File: src/rtl/dac_regs_pkg.sv
package dac_regs_pkg;
  // byte offsets on the register bus
  localparam int unsigned MODE_OFS  = 'h02;  // write: mode, read: data commit
  localparam int unsigned CTL_OFS   = 'h12;  // write: staged control, read: control commit
  localparam int unsigned DATA0_OFS = 'h14;  // channel i data at DATA0_OFS + 2*i
  // bit positions inside the written words
  localparam int unsigned EN_BIT    = 1;
  localparam int unsigned BUF_BIT   = 0;
  localparam int unsigned POL_TOP   = 7;     // channel i polarity: POL_TOP - i
  localparam int unsigned GAIN_TOP  = 11;    // channel i gain: GAIN_TOP - i
  localparam int unsigned BUS_W     = 16;

  typedef struct packed {
    logic en;
    logic buffered;
  } mode_t;
endpackage

File: src/rtl/dac_bus_decode.sv
module dac_bus_decode
  import dac_regs_pkg::*;
#(
  parameter int NCH    = 4,
  parameter int ADDR_W = 8
) (
  input  logic [ADDR_W-1:0] bus_addr,
  input  logic              bus_wr,
  input  logic              bus_rd,
  output logic              mode_we,
  output logic              ctl_we,
  output logic              data_commit,
  output logic              ctl_commit,
  output logic [NCH-1:0]    data_we
);
  assign mode_we     = bus_wr && (bus_addr == ADDR_W'(MODE_OFS));
  assign ctl_we      = bus_wr && (bus_addr == ADDR_W'(CTL_OFS));
  assign data_commit = bus_rd && (bus_addr == ADDR_W'(MODE_OFS));
  assign ctl_commit  = bus_rd && (bus_addr == ADDR_W'(CTL_OFS));

  for (genvar i = 0; i < NCH; i++) begin : g_dec
    assign data_we[i] = bus_wr && (bus_addr == ADDR_W'(DATA0_OFS + 2 * i));
  end
endmodule

File: src/rtl/dac_ctrl_regs.sv
module dac_ctrl_regs
  import dac_regs_pkg::*;
#(
  parameter int NCH = 4
) (
  input  logic           clk,
  input  logic           rst,
  input  logic           mode_we,
  input  logic           ctl_we,
  input  logic           ctl_commit,
  input  mode_t          mode_wdata,
  input  logic [NCH-1:0] pol_wdata,   // already in channel order
  input  logic [NCH-1:0] gain_wdata,  // already in channel order
  output mode_t          mode_q,      // internal, feeds the channels
  output logic           en_o,
  output logic           buffered_o,
  output logic [NCH-1:0] pol_o,
  output logic [NCH-1:0] gain_o
);
  logic [NCH-1:0] pol_stage, gain_stage, pol_act, gain_act;

  always_ff @(posedge clk) begin
    if (rst) begin
      mode_q     <= '0;
      pol_stage  <= '0;
      gain_stage <= '0;
      pol_act    <= '0;
      gain_act   <= '0;
    end else begin
      if (mode_we) mode_q <= mode_wdata;
      if (ctl_we) begin
        pol_stage  <= pol_wdata;
        gain_stage <= gain_wdata;
      end
      if (ctl_commit) begin
        pol_act  <= pol_stage;
        gain_act <= gain_stage;
      end
    end
  end

  always_ff @(posedge clk) begin
    if (rst) begin
      en_o       <= 1'b0;
      buffered_o <= 1'b0;
      pol_o      <= '0;
      gain_o     <= '0;
    end else begin
      en_o       <= mode_q.en;
      buffered_o <= mode_q.buffered;
      pol_o      <= pol_act;
      gain_o     <= gain_act;
    end
  end
endmodule

File: src/rtl/dac_channel.sv
module dac_channel #(
  parameter int DW = 16
) (
  input  logic          clk,
  input  logic          rst,
  input  logic          stage_we,
  input  logic          commit,
  input  logic          direct,
  input  logic          enable,
  input  logic [DW-1:0] wdata,
  output logic [DW-1:0] code_o
);
  localparam logic [DW-1:0] MID = {1'b1, {(DW-1){1'b0}}};

  logic [DW-1:0] staged, active;

  always_ff @(posedge clk) begin
    if (rst) begin
      staged <= '0;
      active <= '0;
    end else begin
      if (stage_we) staged <= wdata;
      if (commit)                  active <= staged;
      else if (stage_we && direct) active <= wdata;
    end
  end

  always_ff @(posedge clk) begin
    if (rst) code_o <= MID;
    else     code_o <= enable ? active : MID;
  end
endmodule

File: src/rtl/dac_shadow_regs.sv
module dac_shadow_regs
  import dac_regs_pkg::*;
#(
  parameter int NCH    = 4,
  parameter int DW     = 16,
  parameter int ADDR_W = 8
) (
  input  logic              clk,
  input  logic              rst,
  input  logic [ADDR_W-1:0] bus_addr,
  input  logic              bus_wr,
  input  logic              bus_rd,
  input  logic [15:0]       bus_wdata,
  output logic [NCH*DW-1:0] dac_code,
  output logic [NCH-1:0]    dac_bipolar,
  output logic [NCH-1:0]    dac_gain,
  output logic              dac_en,
  output logic              dac_buffered
);
  logic           mode_we, ctl_we, data_commit, ctl_commit;
  logic [NCH-1:0] data_we;
  logic [NCH-1:0] pol_wdata, gain_wdata;
  mode_t          mode_wdata, mode_q;

  dac_bus_decode #(.NCH(NCH), .ADDR_W(ADDR_W)) u_dec (
    .bus_addr    (bus_addr),
    .bus_wr      (bus_wr),
    .bus_rd      (bus_rd),
    .mode_we     (mode_we),
    .ctl_we      (ctl_we),
    .data_commit (data_commit),
    .ctl_commit  (ctl_commit),
    .data_we     (data_we)
  );

  assign mode_wdata.en       = bus_wdata[EN_BIT];
  assign mode_wdata.buffered = bus_wdata[BUF_BIT];

  // control fields run downward from the first channel
  for (genvar i = 0; i < NCH; i++) begin : g_fld
    assign pol_wdata[i]  = bus_wdata[POL_TOP - i];
    assign gain_wdata[i] = bus_wdata[GAIN_TOP - i];
  end

  dac_ctrl_regs #(.NCH(NCH)) u_ctrl (
    .clk        (clk),
    .rst        (rst),
    .mode_we    (mode_we),
    .ctl_we     (ctl_we),
    .ctl_commit (ctl_commit),
    .mode_wdata (mode_wdata),
    .pol_wdata  (pol_wdata),
    .gain_wdata (gain_wdata),
    .mode_q     (mode_q),
    .en_o       (dac_en),
    .buffered_o (dac_buffered),
    .pol_o      (dac_bipolar),
    .gain_o     (dac_gain)
  );

  for (genvar i = 0; i < NCH; i++) begin : g_ch
    dac_channel #(.DW(DW)) u_ch (
      .clk      (clk),
      .rst      (rst),
      .stage_we (data_we[i]),
      .commit   (data_commit),
      .direct   (!mode_q.buffered),
      .enable   (mode_q.en),
      .wdata    (bus_wdata[DW-1:0]),
      .code_o   (dac_code[i*DW +: DW])
    );
  end
endmodule

File: config.mk
export PLATFORM = sky130hd
export DESIGN_NAME = dac_shadow_regs
export DESIGN_NICKNAME = d
export VERILOG_FILES = /design/src/rtl/dac_regs_pkg.sv /design/src/rtl/dac_bus_decode.sv /design/src/rtl/dac_ctrl_regs.sv /design/src/rtl/dac_channel.sv /design/src/rtl/dac_shadow_regs.sv
export SDC_FILE = /design/constraint.sdc
export NUM_CORES = 1
export LEC_CHECK = 0
export BUFFER_PORTS_ARGS = -buffer_cell sky130_fd_sc_hd__buf_2
export CAP_MARGIN = 20
export CORE_UTILIZATION = 49
export DETAILED_ROUTE_END_ITERATION = 6
export GPL_ROUTABILITY_DRIVEN = 0
export PLACE_DENSITY = 0.71
export REMOVE_ABC_BUFFERS = 1
export SLEW_MARGIN = 20
export SYNTH_ARGS = -nofsm -noshare
export SYNTH_HDL_FRONTEND = slang
export SYNTH_SLANG_ARGS = --single-unit
File: constraint.sdc
create_clock -name clk -period 1.8 [get_ports clk]
set_input_delay 0.09 -clock clk [delete_from_list [all_inputs] [get_ports clk]]
set_output_delay 0.09 -clock clk [all_outputs]
set_load 0.02 [all_outputs]
Word level (Yosys, flattened, before mapping)

Index checks and enable logic that the tools add are counted.

Equal/unequal tests: 6
Reduce and logical (&&, ||, !) cells: 18
Bitwise logic cells: 1
Mux-type cells: 8

Operators by type and width:

| kind               | count |
|---|---|
| $mux 16            | 8 |
| $eq 8x5->1 const B | 5 |
| $logic_and 1x1->1  | 12 |
| $eq 8x2->1 const B | 1 |
| $reduce_bool 2->1  | 4 |
| $reduce_or 2->1    | 1 |
| $logic_not 1->1    | 1 |
| $not 1->1          | 1 |

Register bits: 220
Logic and storage cells: 55
Output and inout port bits: 74

Depth between registers and ports, before layout

Gate-level depths: netlist of the first run.

Word-level depth: 5
Mapped depth: 6
Gate-level depth less buffers: 3

Hierarchy

From an unflattened synthesis of the first run, not the netlist that was laid out.

Cell total of the unflattened synthesis: 809
Area total of the unflattened synthesis: 9,663.0 um^2

By module, submodules not included:

| module          | seq. area each (um^2) | cells each | area each (um^2) | times used |
|---|---|---|---|---|
| dac_channel     | 960.9                 | 178        | 2,154.6          | 4 |
| dac_ctrl_regs   | 560.5                 | 79         | 932.1            | 1 |
| dac_bus_decode  | 0.0                   | 17         | 108.9            | 1 |
| dac_shadow_regs | 0.0                   | 1          | 3.8              | 1 |

Worst setup path before layout of the first run

No wires, ideal clock.

Path type: register to register
Start: reg u_ctrl.mode_q[0] (netlist name)
End: reg g_ch[2].u_ch.active[5]
Arrival time: 1.458 ns
Required time: 1.658 ns
Slack: 0.200 ns
Buffers on the path: 2
Library setup time: 0.142 ns
Cell stages (with the launch flop): 6
Cell sequence: dfxtp_1 -> or4b_1 -> clkbuf_1 -> clkbuf_1 -> o31ai_1 -> a311oi_1

Longest elaborated chain between the ends: 3

Ends and longest elaborated chain:

| element                     | line                  | RTL |
|---|---|---|
| $logic_not 1->1             | dac_shadow_regs.sv:67 | `.direct (!mode_q.buffered),` |
| $logic_and 1x1->1           | dac_channel.sv:24     | `else if (stage_we && direct) active <= wdata;` |
| $reduce_bool 2->1 (no line) | n/a                   |  |
| end signal, assigned        | dac_channel.sv:23     | `if (commit) active <= staged;` |
| end signal, assigned        | dac_channel.sv:24     |  |
| end, declared               | dac_channel.sv:15     | `logic [DW-1:0] staged, active;` |

Every way passes these cells.
A chain may end at the register's enable or synchronous reset.

Worst setup path in the final report of the first run

Start: reg u_ctrl.mode_q[0] (netlist name)
End: reg g_ch[0].u_ch.active[0]

Longest elaborated chain between the ends: 3

Ends and longest elaborated chain:

| element                     | line |
|---|---|
| $logic_not 1->1             | dac_shadow_regs.sv:67 |
| $logic_and 1x1->1           | dac_channel.sv:24 |
| $reduce_bool 2->1 (no line) | n/a |
| end signal, assigned        | dac_channel.sv:23 |
| end signal, assigned        | dac_channel.sv:24 |
| end, declared               | dac_channel.sv:15 |

Every way passes these cells.

==> reports/metrics.yaml, run 1 <==
floorplan:
  io_pins: 102
  core-area_um2: 18210
  row_count: 49
  die_h_um: 139.3
  start_util_pct: 50.74
  die_w_um: 139.3
  dieArea_um2: 19410
synth:
  synth_edf_count: 0
  ys_ff_latch: 220
  synth_cells: 980
  synth_warnings: 0
  netlist.area_leader.share_pct: 47.67
  synth_cell_types: 27
  syn_area_um2: 9239
  yosysSeqAreaShare_pct: 47.67
  synthFlopType: "dfxtp_1"
  synthArstFlopShare_pct: 0
  synth_area_leader_cell: "dfxtp_1"
  synth_common_cells: "dfxtp_1 (220), nand4_1 (146), o31ai_1 (146)"
  yosysMostFrequentCell: "dfxtp_1"
  avgSynthCellArea_um2: 9.427
  ys_top_cells_by_area: "dfxtp_1 (48%), o31ai_1 (12%), nand4_1 (9.9%)"
critical_path:
  crit_slowest_cell: "or4b_1"
  cp-end-kind: "flip-flop"
  cp_data_required_time_ns: 2.15
  critPathMaxFanout: 32
  crit_family: "simple AND/OR/NAND/NOR gates"
  crit_chain: "or4b_1, buf_12, o31ai_1, a311oi_1"
  cp.arrival_ns: 1.99
  critPathMaxStageDelay_ns: 0.57
  cp_num_buf_inv: 1
  crit_type: "flip-flop to flip-flop"
  setup.worst_path.start_class: "flip-flop"
global_route:
  grt_pass1_wl_mm: 42.44
  grt_max_degree: 106
  grt_overflow_total: 0
  grt_pass1_vias: 8096
  track_usage_pct: 26.08
  antenna_found_initial: 0
place:
  placed_area_um2: 9848
  io_buffers: 101
  place_ws_ns: 0.02446
  dp_hpwl_mm: 13.36
  dp_cells: 1195
layout:
  finalInstanceArea_um2: 10720
  area_growth_syn_to_layout_pct: 16.06
  drive_gt1_share_pct: 19.77
  final-seq-area_um2: 4404
  layout.nets: 1035
  final_cells: 1251
  num_antenna_cells: 0
  multi_input_area_um2: 4143
  fill_cells: 1564
timing:
  period_share_pct: 90.99
  max_slew_margin_pct: 64.42
  setup_slack_ns: 0.1621
  rsz0062_at_grt: "no"
  fin_crit_ns: 1.638
  tightest_slew_ns: 0.5337
  holdWs_ns: 0.1557
  finalSetupViolations: 0
  finalHoldViolCount: 0
  skew_ns: 0.01928
  drv_slew: 0
  fmax_mhz: 610.5
routing:
  wl_met3_mm: 1.909
  drt_iter0_markers: 987
  routed.top_layer: "met4"
  routed_via_density: 6.687
  drc: 0
  routed_wl_mm: 25.93
  first_pass_iters: 5
  vias: 8365
  ant_nets: 0
  met1_length_mm: 11.26
  wire_per_inst_um: 20.72
  wl_met2_mm: 12.33
power_and_ir_drop:
  p_leak_nw: 3.541
  powerDensity_nw_per_um2: 938.4
  p_total_mw: 10.06
  ir_worst_vdd_mv: 0.7656
cts:
  root_buffer: "clkbuf_16"
  cts_buffers: 23
  htree_levels: 1
  clock_latency_ns: 0.51
  cts_tree: "built"
  cts_sinks: 220
  clk_pin_slew_worst_paths_ns: 0.06
  ctsLongestPathBuffers: 3
outcome:
  status: "complete, no violations"
job:
  maxCapViolCount: 0
min_path:
  hold_class: "input port to flip-flop"
-- worst paths after layout --
path / start / to / slack (ns) / cells past startpoint
worst max-delay path: u_ctrl.mode_q[0]$_SDFFE_PP0P_ / g_ch[0].u_ch.active[0]$_SDFFE_PP0P_ / 0.16 / 4
worst min-delay path: rst / g_ch[1].u_ch.staged[8]$_SDFFE_PP0P_ / 0.16 / 3
worst max register to register: u_ctrl.mode_q[0]$_SDFFE_PP0P_ / g_ch[0].u_ch.active[0]$_SDFFE_PP0P_ / 0.16 / 4
worst min register to register: g_ch[3].u_ch.active[15]$_SDFFE_PP0P_ / g_ch[3].u_ch.code_o[15]$_SDFF_PP1_ / 0.43 / 1
-- cell usage in the layout, fill, tap and decap left out, types with 2 or more instances in the layout --
| master | n |
|---|---|
| clkinvlp_4 | 2 |
| buf_12 | 12 |
| nand2b_1 | 4 |
| or4b_2 | 3 |
| nand2b_2 | 2 |
| nor4_1 | 64 |
| dfxtp_1 | 220 |
| clkbuf_1 | 5 |
| a311oi_1 | 64 |
| o31ai_1 | 146 |
| buf_2 | 100 |
| buf_4 | 36 |
| nor4b_2 | 2 |
| nor2b_4 | 3 |
| clkbuf_8 | 3 |
| nor4b_4 | 3 |
| clkinv_2 | 5 |
| dlygate4sd3_1 | 16 |
| a21oi_1 | 82 |
| and2_1 | 60 |
| nand4_1 | 146 |
| nor2b_1 | 9 |
| clkbuf_16 | 23 |
-- timing repair --
item,CTS,global route
gates resized for setup,0,0
hold endpoints to repair,135,0
setup endpoints to repair,0,0
hold buffers,16,0
setup buffers,0,0
-- kinds of logic after synthesis --
kind of cell	share of synthesized area, %
flip-flops	47.67
buffers and inverters	8.207
AND/OR/NAND/NOR	21.75
AO/OA/AOI/OAI	22.37
-- state kept, by name (all words and copies together) (netlist names) --
name	count
u_ctrl.pol_stage	4
u_ctrl.buffered_o	1
u_ctrl.pol_o	4
g_ch.u_ch.active	64
u_ctrl.mode_q	2
u_ctrl.gain_act	4
u_ctrl.en_o	1
u_ctrl.pol_act	4
u_ctrl.gain_o	4
g_ch.u_ch.staged	64
u_ctrl.gain_stage	4
g_ch.u_ch.code_o	64
-- stage by stage --
stage | TNS, ns | utilization, %
3_5_place_dp | 0 | 54.09
4_1_cts | 0 | 58.89
2_1_floorplan | -1138.54 | -
3_3_place_gp | 0 | 54.09
6_report | 0 | 58.89
5_1_grt | 0 | 58.89
-- tightest hold or removal path, stage by stage --
cell and delay, ns:
buf_4 0.15, buf_12 0.22, a21oi_1 0.16
-- layout make-up --
| class | instances | share of cell area [%] |
|---|---|---|
| clock buffers | 31 | 5.928 |
| clock inverters | 9 | 0.7351 |
| inverters | 1 | 0.03501 |
| multi-input cells | 597 | 38.63 |
| flip-flops and latches | 220 | 41.07 |
| well taps | 229 | 2.672 |
| repair buffers | 164 | 10.92 |
-- power by group --
group / switching, mW / total (mW) / internal [mW]
Combinational: 0.489 / 0.646 / 0.157
Sequential: 0.00359 / 4.88 / 4.88
Clock: 1.92 / 4.54 / 2.62
Total: 2.41 / 10.1 / 7.65
-- metal layers --
metal,global-route usage [%],up-vias
met3,4.129,32
met2,42.55,403
met4,8.304,0
li1,-,3890
met1,35.29,4040
met5,0,-
Power figures use the tool's default switching activity.
==> inputs of run 2 (changes only) <==
clock period = 1.85 ns   (was 1.8 ns; I/O delays follow)
==> run 2 against run 1 <==
Against the previous run: flip-flop and latch count unchanged; register-to-register slack better by 0.02 ns; hold slack worse by 0.029 ns; die area unchanged; routed wire length down 0.59%; highest routed layer unchanged; critical path type unchanged; final cell count unchanged; non-clock buffer count down 1; maximum frequency down 1.9%; clock power up 4.6%; first-iteration DRC count down 6.6%.
==> reports/metrics.yaml, run 2 (synthesis results as in run 1) <==
outcome:
  status: "complete, no violations"  # unchanged
cts:
  cts_sinks: 220  # unchanged
  cts_tree: "built"  # unchanged
  cts_buffers: 23  # unchanged
  htree_levels: 1  # unchanged
  cts_setup_buffers: 0  # unchanged
  hold_buffers: 17  # was 16
  clock_latency_ns: 0.52  # was 0.51 ns
  root_buffer: "clkbuf_16"  # unchanged
  clk_pin_slew_worst_paths_ns: 0.06  # about the same
  ctsLongestPathBuffers: 3  # unchanged
  cts_resized: 0  # unchanged
critical_path:
  cp.arrival_ns: 2.03  # was 1.99 ns
  reg2reg_setup_slack_ns: 0.18  # was 0.16 ns
  crit_type: "flip-flop to flip-flop"  # unchanged
  critPathMaxFanout: 32  # unchanged
  cp_data_required_time_ns: 2.21  # was 2.15 ns
  setup.worst_path.start_class: "flip-flop"  # unchanged
  regToRegEndpoint: "g_ch[0].u_ch.active[14]$_SDFFE_PP0P_"  # was g_ch[0].u_ch.active[0]$_SDFFE_PP0P_
  rr_worst_depth: 4  # unchanged
  reg2reg_from: "u_ctrl.mode_q[0]$_SDFFE_PP0P_"  # unchanged
  cp-end-kind: "flip-flop"  # unchanged
layout:
  finalInstanceArea_um2: 10870  # was 10,720 um2
  area_growth_syn_to_layout_pct: 17.61  # was 16.06%
  num_antenna_cells: 0  # unchanged
  drive_gt1_share_pct: 19.77  # unchanged
  layout.nets: 1034  # was 1,035
  reg.largest.list: "g_ch.u_ch.active (64), g_ch.u_ch.code_o (64), g_ch.u_ch.staged (64)"  # unchanged
  final_common_cell: "dfxtp_1"  # unchanged
  final_cells: 1251  # unchanged
  fin_util_pct: 59.67  # was 58.89%
  fill_cells: 1569  # was 1,564
  final_cell_mix: "dfxtp_1 (220), o31ai_1 (146), nand4_1 (146)"  # unchanged
floorplan:
  io_pins: 102  # unchanged
  row_count: 49  # unchanged
  core-area_um2: 18210  # unchanged
  die_h_um: 139.3  # unchanged
  dieArea_um2: 19410  # unchanged
  die_w_um: 139.3  # unchanged
  start_util_pct: 50.74  # unchanged
timing:
  setup_tns_ns: 0  # unchanged
  drv_slew: 0  # unchanged
  finalHoldViolCount: 0  # unchanged
  fmax_mhz: 598.8  # was 610.5 MHz
  holdWs_ns: 0.1269  # was 0.1557 ns
  max_slew_margin_pct: 35.71  # was 64.42%
  rsz0062_at_grt: "no"  # unchanged
  setup_slack_ns: 0.1799  # was 0.1621 ns
  skew_ns: 0.007229  # was 0.01928 ns
  fin_crit_ns: 1.670  # was 1.638 ns
  period_share_pct: 90.28  # was 90.99%
  finalSetupViolations: 0  # unchanged
  tightest_slew_ns: 0.9643  # was 0.5337 ns
global_route:
  antenna_found_initial: 0  # unchanged
  track_usage_pct: 25.87  # was 26.08%
  grt_pass1_wl_mm: 41.59  # was 42.44 mm
  grt_pass1_vias: 7813  # was 8,096
  grt_max_degree: 156  # was 106
  grt_overflow_total: 0  # unchanged
job:
  maxCapViolCount: 0  # unchanged
power_and_ir_drop:
  powerDensity_nw_per_um2: 932.4  # was 938.4 nW/um2
  ir_worst_vdd_mv: 0.6287  # was 0.7656 mV
  p_leak_nw: 3.610  # was 3.541 nW
  p_total_mw: 10.13  # was 10.06 mW
routing:
  first_pass_iters: 5  # unchanged
  ant_nets: 0  # unchanged
  routed_wl_mm: 25.77  # was 25.93 mm
  drt_iter0_markers: 922  # was 987
  routed_via_density: 6.702  # was 6.687
  vias: 8384  # was 8,365
  drc: 0  # unchanged
  wire_per_inst_um: 20.60  # was 20.72 um
place:
  dp_cells: 1193  # was 1,195
  place_ws_ns: 0.06491  # was 0.02446 ns
  placed_area_um2: 9921  # was 9848 um2
  dp_hpwl_mm: 13.23  # was 13.36 mm
  io_buffers: 101  # unchanged
min_path:
  hold_class: "input port to flip-flop"  # unchanged
  hold_depth: 4  # was 3
  whs_endpoint: "u_ctrl.mode_q[1]$_SDFFE_PP0P_"  # was g_ch[1].u_ch.staged[8]$_SDFFE_PP0P_
  min-delay-start: "bus_addr[4]"  # was rst
run 2: cell types whose count changed in the layout (fill, tap and decap cells not counted), sizes merged:
cell | before | now
clkinvlp | 2 | 0
clkinv | 5 | 6
buf | 148 | 146
bufinv | 1 | 3
dlygate4sd3 | 16 | 17
run 2: area by class of cell:
type | instances | area, um2 | area share, %
Clock buffer | 31 | 645.6 | 5.942
Clock inverter | 10 | 128.9 | 1.186
Inverter | 1 | 3.754 | 0.03455
Multi-Input combinational cell | 597 | 4143 | 38.13
Sequential cell | 220 | 4404 | 40.53
Tap cell | 229 | 286.5 | 2.637
Timing Repair Buffer | 163 | 1254 | 11.54
run 2: routing by layer:
layer	wire length [um]	track usage (%)	vias up
met5	0	0	-
met4	800	10.00	0
met3	2022	3.854	57
met2	11940	40.94	434
met1	11010	35.56	4003
li1	-	-	3890
run 2: worst max path at each step:
stage | start | endpoint | depth (start not counted)
2_1_floorplan | bus_addr[6] | g_ch[0].u_ch.active[0]$_SDFFE_PP0P_ | 3
5_1_grt | u_ctrl.mode_q[0]$_SDFFE_PP0P_ | g_ch[0].u_ch.active[14]$_SDFFE_PP0P_ | 4
4_1_cts | u_ctrl.mode_q[0]$_SDFFE_PP0P_ | g_ch[0].u_ch.active[14]$_SDFFE_PP0P_ | 4
6_report | u_ctrl.mode_q[0]$_SDFFE_PP0P_ | g_ch[0].u_ch.active[14]$_SDFFE_PP0P_ | 4
3_3_place_gp | bus_addr[2] | g_ch[1].u_ch.active[10]$_SDFFE_PP0P_ | 5
3_5_place_dp | bus_addr[2] | g_ch[3].u_ch.active[0]$_SDFFE_PP0P_ | 5
run 2: where the power goes:
group          internal, mW  switching [mW]
Combinational         0.162           0.472
Clock                  2.86            1.89
Sequential             4.74         0.00346
run 2: worst max-delay path, cell delays in order (launching register included):
cell	delay, ns
dfxtp_1	0.31
or4b_1	0.57
buf_12	0.21
o31ai_1	0.27
a311oi_1	0.14
